### src/rtl/bext_pkg.sv
// Package: shared sizes and derived widths for the bit-extraction hash unit.
// Assumes a key no wider than 64 bits so index fields stay small.
package bext_pkg;
    localparam int KEY_W_D  = 32;
    localparam int HASH_W_D = 16;
    localparam int CNT_W_D  = 16;
endpackage

### src/rtl/bext_mask_decode.sv
// Module: converts a selection mask into per-output-bit source indices.
// Output slot k receives the position of the k-th lowest set mask bit.
// Slots beyond the population stay invalid. Extra set bits raise 'over'.
// Purely combinational; the caller registers the result.
module bext_mask_decode #(
    parameter int KEY_W  = bext_pkg::KEY_W_D,
    parameter int HASH_W = bext_pkg::HASH_W_D,
    localparam int IDX_W = $clog2(KEY_W),
    localparam int SLT_W = $clog2(HASH_W)
) (
    input  logic [KEY_W-1:0]              mask,
    output logic [HASH_W-1:0][IDX_W-1:0]  sel_idx,
    output logic [HASH_W-1:0]             sel_vld,
    output logic                          over
);
    localparam logic [IDX_W:0] CAP = (IDX_W+1)'(HASH_W);

    // Scan the mask from bit 0 upward and assign slots in order.
    always_comb begin
        logic [IDX_W:0] n;
        n       = '0;
        sel_idx = '0;
        sel_vld = '0;
        for (int i = 0; i < KEY_W; i++) begin
            if (mask[i]) begin
                if (n < CAP) begin
                    sel_idx[n[SLT_W-1:0]] = IDX_W'(i);
                    sel_vld[n[SLT_W-1:0]] = 1'b1;
                end
                n = n + 1'b1;
            end
        end
        over = (n > CAP);
    end
endmodule

### src/rtl/bext_gather.sv
// Module: picks one key bit per hash slot using pre-decoded indices.
// Assumes sel_idx/sel_vld come from bext_mask_decode; invalid slots give 0.
module bext_gather #(
    parameter int KEY_W  = bext_pkg::KEY_W_D,
    parameter int HASH_W = bext_pkg::HASH_W_D,
    localparam int IDX_W = $clog2(KEY_W)
) (
    input  logic [KEY_W-1:0]              key,
    input  logic [HASH_W-1:0][IDX_W-1:0]  sel_idx,
    input  logic [HASH_W-1:0]             sel_vld,
    output logic [HASH_W-1:0]             hash
);
    for (genvar k = 0; k < HASH_W; k++) begin : g_slot
        // One KEY_W:1 multiplexer per output bit, gated by its slot valid.
        assign hash[k] = sel_vld[k] & key[sel_idx[k]];
    end
endmodule

### src/rtl/bext_batch_ctrl.sv
// Module: tracks keys still to accept and hashes still to deliver in a batch.
// Assumes 'start' only arrives while idle (busy low) and that the fire
// strobes never exceed the loaded count.
module bext_batch_ctrl #(
    parameter int CNT_W = bext_pkg::CNT_W_D
) (
    input  logic             clk,
    input  logic             rst_n,
    input  logic             start,
    input  logic [CNT_W-1:0] start_count,
    input  logic             in_fire,
    input  logic             out_fire,
    output logic             keys_open,
    output logic             busy,
    output logic             done
);
    logic [CNT_W-1:0] keys_left;
    logic [CNT_W-1:0] outs_left;

    // Count down accepted keys from the loaded batch length.
    always_ff @(posedge clk) begin
        if (!rst_n)       keys_left <= '0;
        else if (start)   keys_left <= start_count;
        else if (in_fire) keys_left <= keys_left - 1'b1;
    end

    // Count down delivered hashes; the batch ends when this reaches zero.
    always_ff @(posedge clk) begin
        if (!rst_n)        outs_left <= '0;
        else if (start)    outs_left <= start_count;
        else if (out_fire) outs_left <= outs_left - 1'b1;
    end

    // Pulse done one cycle after the final hash handshake.
    always_ff @(posedge clk) begin
        if (!rst_n) done <= 1'b0;
        else        done <= out_fire && (outs_left == CNT_W'(1));
    end

    assign keys_open = (keys_left != '0);
    assign busy      = (outs_left != '0);
endmodule

### src/rtl/bext_hash_unit.sv
// Module: top of the bit-extraction hash unit.
// A configuration write (only while idle) loads the mask and a batch length.
// The mask is decoded into slot indices at load time. Each accepted key is
// gathered and registered, giving one hash per cycle at one cycle latency.
// Assumes a single producer and a single consumer on valid/ready streams.
module bext_hash_unit #(
    parameter int KEY_W  = bext_pkg::KEY_W_D,
    parameter int HASH_W = bext_pkg::HASH_W_D,
    parameter int CNT_W  = bext_pkg::CNT_W_D,
    localparam int IDX_W = $clog2(KEY_W)
) (
    input  logic              clk,
    input  logic              rst_n,
    input  logic              cfg_we,
    input  logic [KEY_W-1:0]  cfg_mask,
    input  logic [CNT_W-1:0]  cfg_count,
    output logic              cfg_ready,
    input  logic              in_valid,
    output logic              in_ready,
    input  logic [KEY_W-1:0]  in_key,
    output logic              out_valid,
    input  logic              out_ready,
    output logic [HASH_W-1:0] out_hash,
    output logic              batch_done,
    output logic              mask_err
);
    logic [HASH_W-1:0][IDX_W-1:0] dec_idx, sel_idx;
    logic [HASH_W-1:0]            dec_vld, sel_vld;
    logic                         dec_over;
    logic [HASH_W-1:0]            hash_c;
    logic                         cfg_take, in_fire, out_fire, keys_open, busy;

    bext_mask_decode #(.KEY_W(KEY_W), .HASH_W(HASH_W)) u_decode (
        .mask    (cfg_mask),
        .sel_idx (dec_idx),
        .sel_vld (dec_vld),
        .over    (dec_over)
    );

    bext_gather #(.KEY_W(KEY_W), .HASH_W(HASH_W)) u_gather (
        .key     (in_key),
        .sel_idx (sel_idx),
        .sel_vld (sel_vld),
        .hash    (hash_c)
    );

    bext_batch_ctrl #(.CNT_W(CNT_W)) u_ctrl (
        .clk         (clk),
        .rst_n       (rst_n),
        .start       (cfg_take),
        .start_count (cfg_count),
        .in_fire     (in_fire),
        .out_fire    (out_fire),
        .keys_open   (keys_open),
        .busy        (busy),
        .done        (batch_done)
    );

    assign cfg_ready = !busy;
    assign cfg_take  = cfg_we && cfg_ready;
    assign in_ready  = keys_open && (!out_valid || out_ready);
    assign in_fire   = in_valid && in_ready;
    assign out_fire  = out_valid && out_ready;

    // Hold the decoded mask; it changes only on an accepted configuration write.
    always_ff @(posedge clk) begin
        if (!rst_n) begin
            sel_idx <= '0;
            sel_vld <= '0;
        end else if (cfg_take) begin
            sel_idx <= dec_idx;
            sel_vld <= dec_vld;
        end
    end

    // Sticky flag for masks wider than the hash.
    always_ff @(posedge clk) begin
        if (!rst_n)                    mask_err <= 1'b0;
        else if (cfg_take && dec_over) mask_err <= 1'b1;
    end

    // Output register: load on accept, clear when drained, hold while stalled.
    always_ff @(posedge clk) begin
        if (!rst_n) begin
            out_valid <= 1'b0;
            out_hash  <= '0;
        end else if (in_fire) begin
            out_valid <= 1'b1;
            out_hash  <= hash_c;
        end else if (out_ready) begin
            out_valid <= 1'b0;
        end
    end
endmodule

### config.mk
export PLATFORM = sky130hd
export DESIGN_NAME = bext_hash_unit
export DESIGN_NICKNAME = d
export VERILOG_FILES = /design/src/rtl/bext_pkg.sv /design/src/rtl/bext_mask_decode.sv /design/src/rtl/bext_gather.sv /design/src/rtl/bext_batch_ctrl.sv /design/src/rtl/bext_hash_unit.sv
export SDC_FILE = /design/constraint.sdc
export NUM_CORES = 1
export LEC_CHECK = 0
export ABC_AREA = 0
export BUFFER_PORTS_ARGS = -buffer_cell sky130_fd_sc_hd__buf_2
export CAP_MARGIN = 20
export CELL_PAD_IN_SITES_DETAIL_PLACEMENT = 0
export CELL_PAD_IN_SITES_GLOBAL_PLACEMENT = 1
export CORE_UTILIZATION = 44
export CTS_CLUSTER_SIZE = 40
export DETAILED_ROUTE_END_ITERATION = 10
export PLACE_DENSITY_LB_ADDON = 0.1
export SLEW_MARGIN = 10
export SYNTH_ARGS = -nofsm -noshare
export SYNTH_HDL_FRONTEND = slang
export SYNTH_SLANG_ARGS = --single-unit
### constraint.sdc
create_clock -name clk -period 25.5 [get_ports clk]
set_input_delay 5.1 -clock clk [delete_from_list [all_inputs] [get_ports clk]]
set_output_delay 5.1 -clock clk [all_outputs]
set_load 0.02 [all_outputs]
==> Word-level counts from Yosys, hierarchy flattened <==
Cells that the tools add are included.
{ "word_totals": {"register_bits": 147, "inputBits": 85, "out_inout_bits": 21, "wordCells": 666} }
{ "op_classes": {"n_addsub": 33, "n_lt_le_gt_ge": 110, "eq_ne": 1, "muxes": 319, "bitwise_logic": 135, "n_reduce_logical": 45} }
{ "ops": {"columns": ["operator", "n"], "rows": [
  ["$mux W80", 61],
  ["$mux W16", 66],
  ["$demux W5 S4", 31],
  ["$or A16 B16 Y16", 34],
  ["$and A48 B48 Y48", 10],
  ["$not A48 Y48", 10],
  ["$or A48 B48 Y48", 10],
  ["$and A32 B32 Y32", 10],
  ["$not A32 Y32", 10],
  ["$or A32 B32 Y32", 10],
  ["$or A64 B64 Y64", 5],
  ["$and A64 B64 Y64", 4],
  ["$not A64 Y64", 4],
  ["$mux W6", 31],
  ["$add A6 B1 Y6 const B", 30],
  ["$lt A6 B5 Y1 const B", 30],
  ["$mux W5", 31],
  ["$lt A4 B5 Y1 const B", 30],
  ["$demux W1 S4", 31],
  ["$ge A4 B1 Y1 const B", 30],
  ["$lt A5 B6 Y1 const B", 16],
  ["$and A16 B16 Y16", 5],
  ["$bmux W1 S5", 16],
  ["$not A16 Y16", 5],
  ["16 further kinds", 123]
]} }

==> Depth between registers and ports, before layout <==
Gate-level depths: netlist of run 1.
{ "depth": {"ltp_word": 98, "depth_mapped": 113, "mapped_depth_nobuf": 109} }

==> Hierarchy <==
From an unflattened synthesis of run 1, not the netlist that was laid out.
{ "hier_totals": {"cells_unflattened": 3581, "area_unflattened_um2": 26618.0} }
{ "modules_own_cells": {"columns": ["module", "n_inst", "cells_each", "area_each_um2", "seq_area_each_um2"], "rows": [
  ["bext_mask_decode", 1, 2492, 15801.4, 0.0],
  ["bext_gather", 1, 402, 4848.4, 0.0],
  ["bext_hash_unit", 1, 498, 4336.7, 2282.2],
  ["bext_batch_ctrl", 1, 189, 1631.6, 660.6]
]} }

==> Worst setup path before layout of run 1 <==
OpenSTA, ideal clock, no wires.
{ "synth_path": {"kind": "input port to flip-flop", "from": "input port cfg_mask[2]", "to": "register sel_idx[0] in the netlist's numbering", "setup_ns": 0.087, "t_arrival_ns": 25.422, "required_ns": 25.413, "path_slack_ns": -0.009, "cell_stages": 108, "n_path_buf": 4, "path_cell_list": "buf_2 > inv_1 > fa_1 > buf_4 > inv_1 > ha_1 > nor2b_1 > a31oi_2 > ha_1 > nand2_1 > o21ai_0 > ha_1 > nor2b_1 > or3_1 > inv_1 > ha_1 > nand2_1 > o21ai_0 > (+72 left out) > inv_1 > ha_1 > nand2_1 > o21ai_0 > ha_1 > nand2_1 > xnor2_1 > and2_1 > xor2_2 > xnor2_2 > or3_1 > nor4_1 > a21o_1 > nor3_1 > mux2i_1 > nand2_1 > o41a_1 > o31ai_1"} }
{ "synth_between": {"elab_chain_len": 92, "elab_cells_between_ends": 333, "classes_between": "add/sub (28); order compare (87); mux (146); bitwise (43); reduce/logical (29)"} }
{ "synth_rtl": {"columns": ["item", "line", "text"], "rows": [
  ["start, declared", "bext_hash_unit.sv:15", "input logic [KEY_W-1:0] cfg_mask,"],
  ["branches (longest 91 deep; another with $add A6 B1 Y6)", null, null],
  ["$mux W80 (*)", "bext_mask_decode.sv:25", "if (mask[i]) begin"],
  ["end signal, assigned", "bext_hash_unit.sv:71", "sel_idx <= dec_idx;"],
  ["end, declared", "bext_hash_unit.sv:27", "logic [HASH_W-1:0][IDX_W-1:0] dec_idx, sel_idx;"]
]} }
Mark *: on every way between the ends.
A chain may end at the register's enable or synchronous reset.

==> Worst setup path in the final report of run 1 <==
{ "layout_path": {"from": "input port cfg_mask[0]", "to": "register sel_idx[78] in the netlist's numbering"} }
{ "layout_between": {"elab_chain_len": 98, "elab_cells_between_ends": 345, "classes_between": "add/sub (30); order compare (90); mux (151); bitwise (44); reduce/logical (30)"} }
{ "layout_rtl": {"columns": ["item", "line", "text"], "rows": [
  ["$mux W1 (*)", "bext_mask_decode.sv:25", null],
  ["$add A1 B1 Y2", "bext_mask_decode.sv:30", "n = n + 1'b1;"],
  ["$mux W6 (*)", "bext_mask_decode.sv:25", null],
  ["branches (longest 94 deep; another with $add A6 B1 Y6)", null, null],
  ["$mux W80 (*)", "bext_mask_decode.sv:25", null]
]} }
Marked as above.

==> results of run 1 <==
synthesized netlist by cell type, types with 19 or more instances:
cell type,instances,area (um^2)
nand2b_1,32,200
xor2_1,22,193
o21a_1,25,188
o211ai_1,35,263
nand4_1,38,238
dfxtp_1,147,2940
and3_1,57,357
and2_1,76,475
or3_1,49,307
o22ai_1,59,369
or2_2,19,119
o221a_1,19,214
mux4_2,160,3600
nor3_1,113,566
ha_1,123,1540
nor2_1,306,1150
inv_1,91,342
nor4_1,58,363
mux2i_1,21,210
a21oi_1,206,1030
a31oi_1,93,582
clkbuf_1,184,691
o31ai_1,19,143
a32oi_1,32,280
xnor2_1,125,1090
a211oi_1,32,240
buf_2,20,100
a21boi_0,20,150
o21bai_1,20,150
nand2_1,384,1440
nand3_1,170,851
o21ai_0,226,1130
mux2_2,28,315
what timing repair did:
action,in CTS,in global routing
endpoints found under the setup margin,80,97
cloned,0,1
buffers inserted,7,22
pin swaps,3,16
gates resized for setup,18,87
routing by layer:
layer / GRT usage (%) / vias up / wire length [um]
met1: 56.5 / 14839 / 54400
met5: 0 / - / 5
met4: 11.9 / 2 / 4660
met3: 6.19 / 281 / 12900
li1: - / 13264 / -
met2: 63.6 / 1998 / 57500
cell type report:
| cell class | count | area (um^2) | share of cell area (%) |
|---|---|---|---|
| Clock buffer | 17 | 425 | 1.46 |
| Clock inverter | 15 | 209 | 0.715 |
| Inverter | 95 | 357 | 1.22 |
| Multi-Input combinational cell | 3004 | 23000 | 78.8 |
| Sequential cell | 147 | 2940 | 10.1 |
| Tap cell | 782 | 978 | 3.35 |
| Timing Repair Buffer | 200 | 1290 | 4.40 |
worst reg2reg max path, cell delays in order, from the launching register on:
cell and delay, ps:
dfxtp_1 350, or4_1 620, nor4_1 420, nor2b_1 270, and3_1 290, and2_4 350
buf_16 350, o41ai_4 220, nor4bb_4 420, a31oi_1 140
cell families after synthesis:
family | synth area share [%]
AO/OA/AOI/OAI | 26.7
XOR/XNOR | 9.73
adder cells (fa/ha/maj) | 5.90
buffers and inverters | 4.84
flip-flops | 11.0
multiplexers | 15.7
AND/OR/NAND/NOR | 26.1
stage by stage:
stage | TNS (ps) | instances
4_1_cts | 0 | 4236
3_5_place_dp | -52390 | 4197
5_1_grt | 0 | 4260
2_1_floorplan | 0 | 3473
3_3_place_gp | -6770 | 4196
6_report | 0 | 4260
sequential cells by signal, indices dropped and copies added (netlist names):
signal / flops
mask_err: 1
out_hash: 16
out_valid: 1
sel_idx: 80
sel_vld: 16
u_ctrl.done: 1
u_ctrl.keys_left: 16
u_ctrl.outs_left: 16
layout by cell type, fill, tap and decap left out, types with 55 or more instances in the layout:
cell type	synthesis	routed
nand2_1	384	381
nor2_1	306	306
o21ai_0	226	215
a21oi_1	206	197
nand3_1	170	170
mux4_2	160	160
dfxtp_1	147	147
xnor2_1	125	122
ha_1	123	120
nor3_1	113	108
buf_2	20	105
buf_4	9	91
inv_1	91	90
a31oi_1	93	89
and2_1	76	72
o22ai_1	59	59
nor4_1	58	57
and3_1	57	55
final timing paths:
path / cells after the start / end / slack, ps
setup reg to reg: 9 / sel_idx[33] / 21920
hold reg to reg: 2 / out_hash[9] / 450
setup / recovery: 104 / sel_idx[78] / 1100
hold / removal: 2 / out_hash[9] / 450
==> flow_summary_export.csv, run 1 <==
group,metric,value,unit
status,status,"finished, final reports clean",
synth,synth-warning-count,0,
synth,syn_area,0.0267,mm^2
global_routing,grt_max_degree,113,
global_routing,grt_pass1_vias,28265,
worst_setup_path,cp-end-kind,"flip-flop",
worst_setup_path,path_delay_family,"adder cells",
floorplan,die_area,0.0618,mm^2
clock_tree,holdBufCountCts,0,
sta,worst_slack,1100,ps
synth,yosysUniqueCellTypes,120,
sta,finalSetupViolCount,0,
routing,drc,0,
synth,yosys_register_bits,147,
floorplan,initial_core_util,44.4,%
sta,max_freq,0.0410,GHz
routing,viasPerCell,7.13,
sta,slew_viol_final,0,
floorplan,core,0.0602,mm^2
clock_tree,clock_latency,440,ps
sta,worstMarginPinSlew,1140,ps
routing,drtPass1Iterations,9,
routing,wl_per_cell,30.4,um
worst_setup_path,cp_slowest_stage_delay,640,ps
layout,fin_area,0.0292,mm^2
layout,fillers,6020,
routing,postRouteWirelength,129,mm
sta,hold_ws,451,ps
synth,synth_nets,3682,
worst_setup_path,crit_required,25830,ps
sta,fin_worst_skew,15.2,ps
layout,fin_util,48.5,%
worst_setup_path,crit_buf_inv,13,
flow_run,drv_cap,0,
worst_setup_path,startpoint,"cfg_mask[0]",
clock_tree,cts_root_buf,"clkbuf_16",
worst_setup_path,critical-path-slowest-cell,"or4b_2",
global_routing,overflow,0,
floorplan,fp.dieW,249,um
worst_setup_path,arrival,24730,ps
placement,gp_congestion,1.02,
global_routing,grt_pass1_wl,189,mm
floorplan,io_pins,106,
worst_setup_path,crit_type,"in2reg",
layout,num_antenna_cells,0,
layout,final_nets,3674,
placement,placed_cell_area,0.0278,mm^2
global_routing,grt_use_total,40.3,%
placement,dp_hpwl,104,mm
synth,synthCells,3473,
synth,synthArstFlopShare,0,%
routing,dr_total_vias,30384,
sta,final_hold_viol_count,0,
min_path,hold_start,"out_hash[9]",
placement,place_ws,-870,ps
routing,ant_nets,0,
clock_tree,path_clk_slew,80,ps
worst_setup_path,crit_path_max_fanout,6,
clock_tree,cts_max_level,4,
synth,ys_seq_area_share,11.0,%
sta,maxSlewHeadroom,22.9,%
synth,synth_area_per_cell,7.70,um^2
routing,drtIter0Drc,4134,
synth,dominantRegCellSynth,"dfxtp_1",
worst_setup_path,r2r-start,"u_ctrl.outs_left[2]",
clock_tree,clockBufferDepth,2,
sta,rsz0062_at_grt,"false",
min_path,hold_path.class,"reg2reg",
placement,place.port_buffers,105,
global_routing,antenna_found_initial,1,
clock_tree,cts_tree,"done",
clock_tree,cts_buffers,17,
floorplan,die_height,249,um
worst_setup_path,start_kind,"input port",
floorplan,placementRows,90,
synth,synth_enable_flop_cells,0,
layout,drive_gt1_share,17.9,%
layout,area_growth,9.19,%
worst_setup_path,cpMostUsedCell,"ha_1",
clock_tree,cts_num_sinks,147,
sta,finalCritPeriodShare,95.7,%
sta,fin_crit,24400,ps
Power of run 1 is not shown: default switching activity piles up to over one toggle a cycle in this logic, so the estimate is an artifact.
==> run 2: changes to the inputs <==
--- a/config.mk
+++ b/config.mk
@@ -14,6 +14,7 @@
 export CTS_CLUSTER_SIZE = 40
 export DETAILED_ROUTE_END_ITERATION = 10
 export PLACE_DENSITY_LB_ADDON = 0.1
+export REMOVE_ABC_BUFFERS = 1
 export SLEW_MARGIN = 10
 export SYNTH_ARGS = -nofsm -noshare
 export SYNTH_HDL_FRONTEND = slang
==> run 2 against run 1 <==
  * Sequential share of layout area is 0.072 points higher
  * Critical path depth fell by 1
  * First-iteration DRC count increased by 4.5%
  * Routed wire length is 0.64% higher
  * Critical path type unchanged
  * Critical endpoint is now sel_vld[3]
==> flow_summary_export.csv, run 2 (synthesized netlist as in run 1, its figures left out) <==
group,metric,value,unit
floorplan,placementRows,90,
layout,largest-register,"sel_idx",
layout,area_growth,8.42,%
worst_setup_path,r2r_slack,21640,ps
sta,final_hold_viol_count,0,
placement,dp_hpwl,104,mm
global_routing,grt_max_degree,94,
global_routing,grt_pass1_vias,28043,
placement,place_ws,-456,ps
floorplan,die_area,0.0618,mm^2
sta,worstMarginPinSlew,1190,ps
sta,fin_worst_skew,12.9,ps
layout,final_common_cell,"nand2_1",
routing,dr_total_vias,30348,
floorplan,core,0.0602,mm^2
routing,wl_per_cell,30.6,um
worst_setup_path,crit_type,"in2reg",
worst_setup_path,crit_required,25860,ps
global_routing,grt_use_total,40.6,%
worst_setup_path,r2r_cells,9,
sta,slew_viol_final,0,
worst_setup_path,cpMostUsedCell,"ha_1",
clock_tree,cts_root_buf,"clkbuf_16",
sta,maxSlewHeadroom,19.2,%
layout,final_nets,3665,
layout,fin_util,48.1,%
worst_setup_path,worstReg2RegEnd,"sel_vld[6]",
worst_setup_path,cp_slowest_stage_delay,910,ps
sta,max_freq,0.0409,GHz
sta,fin_crit,24450,ps
clock_tree,cts_max_level,4,
clock_tree,cts_buffers,17,
floorplan,die_height,249,um
sta,finalSetupViolCount,0,
floorplan,fp.dieW,249,um
min_path,hold_path.class,"reg2reg",
worst_setup_path,r2r-start,"u_ctrl.outs_left[2]",
layout,drive_gt1_share,17.4,%
clock_tree,path_clk_slew,60,ps
clock_tree,holdBufCountCts,0,
sta,finalCritPeriodShare,95.9,%
worst_setup_path,crit_path_max_fanout,7,
clock_tree,cts_num_sinks,147,
floorplan,io_pins,106,
routing,viasPerCell,7.14,
min_path,hold_end,"out_hash[3]",
routing,drc,0,
layout,largest_reg_flops,80,
worst_setup_path,start_kind,"input port",
global_routing,grt_pass1_wl,189,mm
floorplan,initial_core_util,44.4,%
flow_run,drv_cap,0,
routing,drtIter0Drc,4318,
global_routing,antenna_found_initial,0,
routing,postRouteWirelength,130,mm
min_path,min_path_cells,2,
routing,drtPass1Iterations,6,
global_routing,overflow,0,
clock_tree,clock_latency,450,ps
status,status,"finished, final reports clean",
placement,place.port_buffers,105,
min_path,hold_start,"out_hash[3]",
placement,gp_congestion,1.00,
worst_setup_path,arrival,24810,ps
routing,ant_nets,0,
clock_tree,cts_tree,"done",
sta,worst_slack,1050,ps
layout,layout_common_cells,"379 x nand2_1, 305 x nor2_1, 216 x o21ai_0",
worst_setup_path,cp-end-kind,"flip-flop",
clock_tree,clockBufferDepth,2,
worst_setup_path,critical-path-slowest-cell,"o31ai_1",
-- run 2: changes by cell type in the layout (fill, tap and decap cells not counted), sizes merged, moves of 2 or more --
cell    previous run  this run
inv              104       102
clkbuf            17        19
buf              200       189
bufinv             3         0
clkinv             2         5
-- run 2: per-layer routing --
layer | GRT usage (%) | share of wire, %
met1 | 54.3 | 40
met4 | 16.5 | 5.1
met2 | 64.5 | 44
met3 | 7.32 | 10
met5 | 0 | 0
-- run 2: through the flow --
| stage | hold slack (ps) | area (um^2) | setup TNS, ps | std cells |
|---|---|---|---|---|
| 2_1_floorplan | 445 | 25800 | -2560 | 3245 |
| 3_3_place_gp | 438 | 27900 | -63.7 | 4204 |
| 3_5_place_dp | 446 | 27900 | -11350 | 4205 |
| 4_1_cts | 456 | 28400 | 0 | 4237 |
| 5_1_grt | 472 | 29000 | -545 | 4251 |
| 6_report | 451 | 29000 | 0 | 4252 |
-- run 2: worst max-delay path, delay by kind of cell --
| kind | cells | cell delay [ps] |
|---|---|---|
| adder cells (fa/ha/maj) | 27 | 8440 |
| buffers and inverters | 13 | 1150 |
| AO/OA/AOI/OAI | 22 | 3840 |
| AND/OR/NAND/NOR | 34 | 4890 |
| XOR/XNOR | 2 | 440 |
| multiplexers | 5 | 910 |
-- run 2: timing repair --
action | 4_1_cts | 5_1_grt
resized for setup | 2 | 96
setup buffers | 0 | 11
endpoints found under the setup margin | 4 | 97
pin swaps | 0 | 14
gates cloned | 0 | 2
-- run 2: area by class of cell --
type	instances	area, um^2
Timing Repair Buffer	190	1160
Clock buffer	18	429
Inverter	95	357
Multi-Input combinational cell	3005	23000
Clock inverter	14	120
Sequential cell	147	2940
Tap cell	782	978
Fill cell	6038	31200
Antenna cell	1	2.50
-- run 2: worst max path at each step --
stage          slack (ps)         from          end
3_5_place_dp         -460  cfg_mask[0]   sel_idx[3]
6_report             1050  cfg_mask[0]   sel_vld[3]
3_3_place_gp          -60  cfg_mask[0]   sel_idx[3]
4_1_cts                 6  cfg_mask[0]  sel_idx[78]
2_1_floorplan        -170  cfg_mask[0]  sel_idx[63]
5_1_grt               -60  cfg_mask[0]   sel_vld[3]
Power of run 2 is left out for the same reason.
